===== src/rtl/prs_pkg.sv =====
package prs_pkg;
  // Class of the bus access made in the current cycle
  typedef enum logic [2:0] {
    K_IDLE,
    K_CMD,
    K_GUARD,
    K_STAT,
    K_OTHER
  } acc_kind_t;
endpackage


===== src/rtl/prs_decode.sv =====
module prs_decode
  import prs_pkg::*;
#(
  parameter int                          ADDR_W      = 8,
  parameter int                          NUM_GUARD   = 2,
  parameter logic [ADDR_W-1:0]           CMD_ADDR    = 8'h00,
  parameter logic [ADDR_W-1:0]           STAT_ADDR   = 8'h03,
  parameter logic [NUM_GUARD*ADDR_W-1:0] GUARD_ADDRS = 16'h0201
) (
  input  logic [ADDR_W-1:0]    addr,
  input  logic                 wr,
  input  logic                 rd,
  output acc_kind_t            kind,
  output logic                 is_wr,
  output logic [NUM_GUARD-1:0] gsel
);
  for (genvar g = 0; g < NUM_GUARD; g++) begin : g_cmp
    assign gsel[g] = (addr == GUARD_ADDRS[g*ADDR_W +: ADDR_W]);
  end

  // A cycle with both strobes high counts as a write
  assign is_wr = wr;

  always_comb begin
    if (!(wr || rd))              kind = K_IDLE;
    else if (addr == CMD_ADDR)    kind = K_CMD;
    else if (|gsel)               kind = K_GUARD;
    else if (addr == STAT_ADDR)   kind = K_STAT;
    else                          kind = K_OTHER;
  end
endmodule


===== src/rtl/prs_unlock.sv =====
module prs_unlock
  import prs_pkg::*;
(
  input  logic      clk,
  input  logic      rst,
  input  acc_kind_t kind,
  input  logic      is_wr,
  input  logic      clr_bit,
  output logic      armed,
  output logic      commit,
  output logic      prot_err
);
  logic viol;

  assign commit = (kind == K_GUARD) && is_wr && armed;
  assign viol   = (kind == K_GUARD) && is_wr && !armed;

  always_ff @(posedge clk) begin
    if (rst) begin
      armed    <= 1'b0;
      prot_err <= 1'b0;
    end else begin
      unique case (kind)
        K_CMD:   if (is_wr) armed <= 1'b1;
        K_GUARD: if (is_wr) armed <= 1'b0;
        K_STAT,
        K_OTHER: armed <= 1'b0;
        default: ;
      endcase
      if (viol)
        prot_err <= 1'b1;
      else if ((kind == K_STAT) && is_wr && !clr_bit)
        prot_err <= 1'b0;
    end
  end
endmodule


===== src/rtl/prs_guard_bank.sv =====
module prs_guard_bank #(
  parameter int                          DATA_W    = 8,
  parameter int                          NUM_GUARD = 2,
  parameter logic [NUM_GUARD*DATA_W-1:0] RST_VALS  = 16'h0300
) (
  input  logic                        clk,
  input  logic                        rst,
  input  logic                        commit,
  input  logic [NUM_GUARD-1:0]        gsel,
  input  logic [DATA_W-1:0]           wdata,
  output logic [NUM_GUARD*DATA_W-1:0] regs_flat
);
  always_ff @(posedge clk) begin
    if (rst) begin
      regs_flat <= RST_VALS;
    end else begin
      for (int g = 0; g < NUM_GUARD; g++) begin
        if (commit && gsel[g])
          regs_flat[g*DATA_W +: DATA_W] <= wdata;
      end
    end
  end
endmodule


===== src/rtl/prot_reg_seq.sv =====
module prot_reg_seq
  import prs_pkg::*;
#(
  parameter int                ADDR_W    = 8,
  parameter int                DATA_W    = 8,
  parameter logic [ADDR_W-1:0] CMD_ADDR  = 8'h00,
  parameter logic [ADDR_W-1:0] PWR_ADDR  = 8'h01,
  parameter logic [ADDR_W-1:0] CLK_ADDR  = 8'h02,
  parameter logic [ADDR_W-1:0] STAT_ADDR = 8'h03,
  parameter logic [DATA_W-1:0] PWR_RST   = 8'h00,
  parameter logic [DATA_W-1:0] CLK_RST   = 8'h03
) (
  input  logic              clk,
  input  logic              rst,
  input  logic [ADDR_W-1:0] bus_addr,
  input  logic              bus_wr,
  input  logic              bus_rd,
  input  logic [DATA_W-1:0] bus_wdata,
  output logic [DATA_W-1:0] bus_rdata,
  output logic [DATA_W-1:0] pwr_ctrl,
  output logic [DATA_W-1:0] clk_ctrl,
  output logic              prot_err
);
  localparam int NUM_GUARD = 2;
  localparam logic [NUM_GUARD*ADDR_W-1:0] GUARD_ADDRS = {CLK_ADDR, PWR_ADDR};
  localparam logic [NUM_GUARD*DATA_W-1:0] RST_VALS    = {CLK_RST, PWR_RST};

  acc_kind_t                   kind;
  logic                        is_wr;
  logic [NUM_GUARD-1:0]        gsel;
  logic                        armed;
  logic                        commit;
  logic [NUM_GUARD*DATA_W-1:0] regs_flat;
  logic [DATA_W-1:0]           rd_mux;

  prs_decode #(
    .ADDR_W(ADDR_W), .NUM_GUARD(NUM_GUARD), .CMD_ADDR(CMD_ADDR),
    .STAT_ADDR(STAT_ADDR), .GUARD_ADDRS(GUARD_ADDRS)
  ) u_dec (
    .addr(bus_addr), .wr(bus_wr), .rd(bus_rd),
    .kind(kind), .is_wr(is_wr), .gsel(gsel)
  );

  prs_unlock u_trk (
    .clk(clk), .rst(rst), .kind(kind), .is_wr(is_wr),
    .clr_bit(bus_wdata[0]), .armed(armed), .commit(commit),
    .prot_err(prot_err)
  );

  prs_guard_bank #(
    .DATA_W(DATA_W), .NUM_GUARD(NUM_GUARD), .RST_VALS(RST_VALS)
  ) u_bank (
    .clk(clk), .rst(rst), .commit(commit), .gsel(gsel),
    .wdata(bus_wdata), .regs_flat(regs_flat)
  );

  assign pwr_ctrl = regs_flat[0 +: DATA_W];
  assign clk_ctrl = regs_flat[DATA_W +: DATA_W];

  always_comb begin
    rd_mux = '0;
    unique case (kind)
      K_GUARD: begin
        for (int g = 0; g < NUM_GUARD; g++)
          if (gsel[g]) rd_mux = regs_flat[g*DATA_W +: DATA_W];
      end
      K_STAT:  rd_mux = {{(DATA_W-1){1'b0}}, prot_err};
      default: rd_mux = '0;
    endcase
  end

  always_ff @(posedge clk) begin
    if (rst)                 bus_rdata <= '0;
    else if (bus_rd && !is_wr) bus_rdata <= rd_mux;
  end
endmodule


===== config.mk =====
export PLATFORM = sky130hd
export DESIGN_NAME = prot_reg_seq
export DESIGN_NICKNAME = d
export VERILOG_FILES = /design/src/rtl/prs_pkg.sv /design/src/rtl/prs_decode.sv /design/src/rtl/prs_unlock.sv /design/src/rtl/prs_guard_bank.sv /design/src/rtl/prot_reg_seq.sv
export SDC_FILE = /design/constraint.sdc
export NUM_CORES = 1
export LEC_CHECK = 0
export ABC_AREA = 1
export CORE_MARGIN = 1
export CORE_UTILIZATION = 46
export DETAILED_ROUTE_END_ITERATION = 8
export GPL_TIMING_DRIVEN = 0
export PLACE_DENSITY = 0.79
export SYNTH_ARGS = -nofsm -noshare
export SYNTH_HDL_FRONTEND = slang
export SYNTH_SLANG_ARGS = --single-unit
export TNS_END_PERCENT = 20

===== constraint.sdc =====
create_clock -name clk -period 1.7 [get_ports clk]
set_clock_uncertainty 0.15 [all_clocks]
set_input_delay 0.34 -clock clk [delete_from_list [all_inputs] [get_ports clk]]
set_output_delay 0.34 -clock clk [all_outputs]
set_load 0.1 [all_outputs]

==> results.ini <==
[outcome]
status=finished clean

[clock_tree]
root_buffer=clkbuf_4
cts_hold_buf=0
htreeDepth=1
clockBufferDepth=2
cts_sinks=26
path_clk_slew_ps=150
cts_made_buffers=3
cts_tree=built
clkLatencyLatePin_ps=330

[sta]
slew_headroom_pct=67.6
fmaxAchievable_mhz=606
holdWs_ps=218
setup_ws_ps=49.1
min_period_over_period_pct=97.1
min_period_ps=1650
drv_slew=0
setup_tns_ps=0
worst_pin_slew_ps=490
timing_hold_violations_final=0
setup_viol=0

[floorplan]
core_area_sq_um=3030
design.portCount=45
dieArea_sq_um=3390
initial_core_util_pct=48.0
rows=20
die_w_um=58.2
die_h_um=58.2

[grt]
antenna_found_initial=0
grt_pass1_wl_um=6010
grt_overflow_total=0
grtUsageTotal_pct=23.4
grt_pass1_vias=1337
grt_start_max_net_pins=16

[final_layout]
multiInputGateArea_sq_um=769
diodes=0
syn2layout_area_growth_pct=38.2
fillerInstances=287
fin_nets=297
final_area_sq_um=2010
layout-drive-gt1-share_pct=25.7
register_area_sq_um=520

[power_and_ir_drop]
seqPwrFrac_pct=51.7
power.leakage_nw=1.00
p_clk_share_pct=36.5
p_comb_share_pct=11.8
sw_frac_of_total_pct=23.6
p_int_uw=904
switching_power_uw=279
power_density_nw_per_um2=589
peakVddDrop_uv=865

[place]
place_area_sq_um=1930
dp_hpwl_um=2490
pre_cts_ws_ps=-574
gp_congestion=0.817
portBuffers=42

[detailed_routing]
drc=0
route.vias.total=1506
totalWireLength_um=3760
ant_nets=0
wl_per_cell_um=11.8
via_per_inst=4.71
drtIter0Drc=88
drt_pass1_iterations=4

[yosys]
synth_area_per_cell_sq_um=6.60
synth_cells=220
ys_ff_latch=26
ys_types=26
synth_warnings=0
synth_nets=240
seq_area_frac_synth_pct=35.8
synth_top_area_share_pct=35.8
syn_area_sq_um=1450
yosys.area.top_type=dfxtp_1
synth_area_leaders=dfxtp_1 (36%), nand2_1 (14%), inv_1 (11%), nand3_1 (7.6%), nor2_1 (5.4%)

[critical_path]
critPathBufInv=1
reg2reg_depth=6
startpoint_type=flop
reg2reg_slack_ps=310
rr_endpoint=u_bank.regs_flat[6]
path_class=reg2out
cp_slowest_cell=buf_2
cp.arrival_ps=1160
worstPathRequired_ps=1210
end_kind=output pin
cpPeakStageDelay_ps=440
cp_top_family=buffers and inverters
path_cells=buf_2
cp_max_fo=3
r2r_start=u_trk.armed

[flow_run]
max_cap_violations=0

[min_path]
min_from=bus_wr
holdPathEnd=u_trk.prot_err
min_path_type=in2reg
hold_depth=3

==> power by group through the flow <==
stage | sequential, mW | combinational [mW] | clock, mW
2_1_floorplan | 0.635 | 0.0631 | 0
6_report | 0.612 | 0.139 | 0.432
4_1_cts | 0.612 | 0.131 | 0.436
5_1_grt | 0.612 | 0.152 | 0.455
3_5_place_dp | 0.625 | 0.132 | 0
3_3_place_gp | 0.625 | 0.130 | 0
==> worst max path at each step <==
stage	startpoint	end	slack, ps	depth (start not counted)
2_1_floorplan	u_bank.regs_flat[10]	bus_rdata[2]	70	4
3_3_place_gp	bus_addr[0]	u_bank.regs_flat[2]	-520	12
3_5_place_dp	bus_addr[0]	u_bank.regs_flat[6]	-570	12
4_1_cts	bus_addr[2]	u_bank.regs_flat[4]	-30	11
5_1_grt	bus_rd	u_bank.regs_flat[6]	-0.09	9
6_report	u_bank.regs_flat[9]	clk_ctrl[1]	50	1
==> area by class of cell <==
| cell class | count | share of cell area [%] |
|---|---|---|
| Timing Repair Buffer | 52 | 19.2 |
| Clock inverter | 1 | 1.50 |
| Tap cell | 44 | 2.74 |
| Clock buffer | 3 | 1.12 |
| Sequential cell | 26 | 25.9 |
| Multi-Input combinational cell | 138 | 38.3 |
| Inverter | 51 | 9.53 |
| Buffer | 5 | 1.68 |
==> cells in the mapped netlist <==
cell type and n:
a21oi_1 8, a31oi_1 3, buf_2 1, buf_4 1, buf_6 1, clkbuf_1 2
clkinv_1 1, dfxtp_1 26, inv_1 44, inv_2 6, nand2_1 56, nand2_2 4
nand2_4 3, nand3_1 22, nand4_1 1, nand4_2 1, nand4_4 2, nor2_1 21
nor2_2 2, nor2_4 3, nor2_8 1, nor3_1 1, o21ai_0 1, o21ai_1 2
o22ai_1 6, o31ai_1 1
==> kinds of logic after synthesis <==
| kind of cell | share of synthesized area, % |
|---|---|
| DFF | 35.8 |
| and+or+nand+nor | 40.7 |
| buffers and inverters | 15.3 |
| AOI/OAI and AO/OA | 8.18 |
==> per-stage QoR <==
step | instances | total power [mW] | util, %
6_report | 320 | 1.18 | 66.3
5_1_grt | 320 | 1.22 | 66.3
4_1_cts | 317 | 1.18 | 64.6
3_5_place_dp | 306 | 0.757 | 63.7
3_3_place_gp | 306 | 0.755 | 63.7
2_1_floorplan | 220 | 0.698 | -
==> layout by cell type (no fill, tap or decap) <==
cell | synthesis | layout
clkbuf_4 | 0 | 3
o21ai_0 | 1 | 1
nor2_1 | 21 | 19
nand2_2 | 4 | 4
buf_6 | 1 | 2
buf_4 | 1 | 10
nor2_8 | 1 | 1
dlygate4sd2_1 | 0 | 1
nand2_1 | 56 | 53
clkdlybuf4s15_1 | 0 | 4
dfxtp_1 | 26 | 26
nor2_2 | 2 | 2
clkinv_1 | 1 | 1
inv_2 | 6 | 6
nand3_2 | 0 | 1
bufinv_16 | 0 | 1
o31ai_1 | 1 | 1
nand3_1 | 22 | 21
buf_2 | 1 | 25
a21oi_1 | 8 | 8
dlymetal6s2s_1 | 0 | 2
clkdlybuf4s50_1 | 0 | 9
nor3_1 | 1 | 1
buf_12 | 0 | 1
nand4_4 | 2 | 3
inv_1 | 44 | 44
nand2_4 | 3 | 5
a31oi_1 | 3 | 3
clkbuf_1 | 2 | 2
o22ai_1 | 6 | 6
nand4_1 | 1 | 1
o21ai_1 | 2 | 2
nor2_4 | 3 | 5
nand2_8 | 0 | 1
clkbuf_2 | 0 | 1
==> layer usage <==
layer | part of all wire (%) | vias up | GRT usage [%] | wire (um)
li1 | - | 786 | - | -
met1 | 45 | 658 | 31.5 | 1700
met2 | 48 | 57 | 37.4 | 1790
met3 | 6.5 | 5 | 5.36 | 243
met4 | 0.93 | 0 | 6.46 | 35
met5 | 0 | - | 0 | 0
==> repair_timing <==
| action | in CTS | in global routing |
|---|---|---|
| endpoints found under the setup margin | 43 | 25 |
| cloned | 1 | 0 |
| pin swaps | 9 | 11 |
| gates resized for setup | 141 | 14 |
| hold endpoints to repair | 0 | 0 |
| setup buffers | 6 | 3 |
==> registers in the layout, indices dropped and copies added (netlist names) <==
register,cells
bus_rdata,8
u_bank.regs_flat,16
u_trk.armed,1
u_trk.prot_err,1
Power figures use the tool's default switching activity.
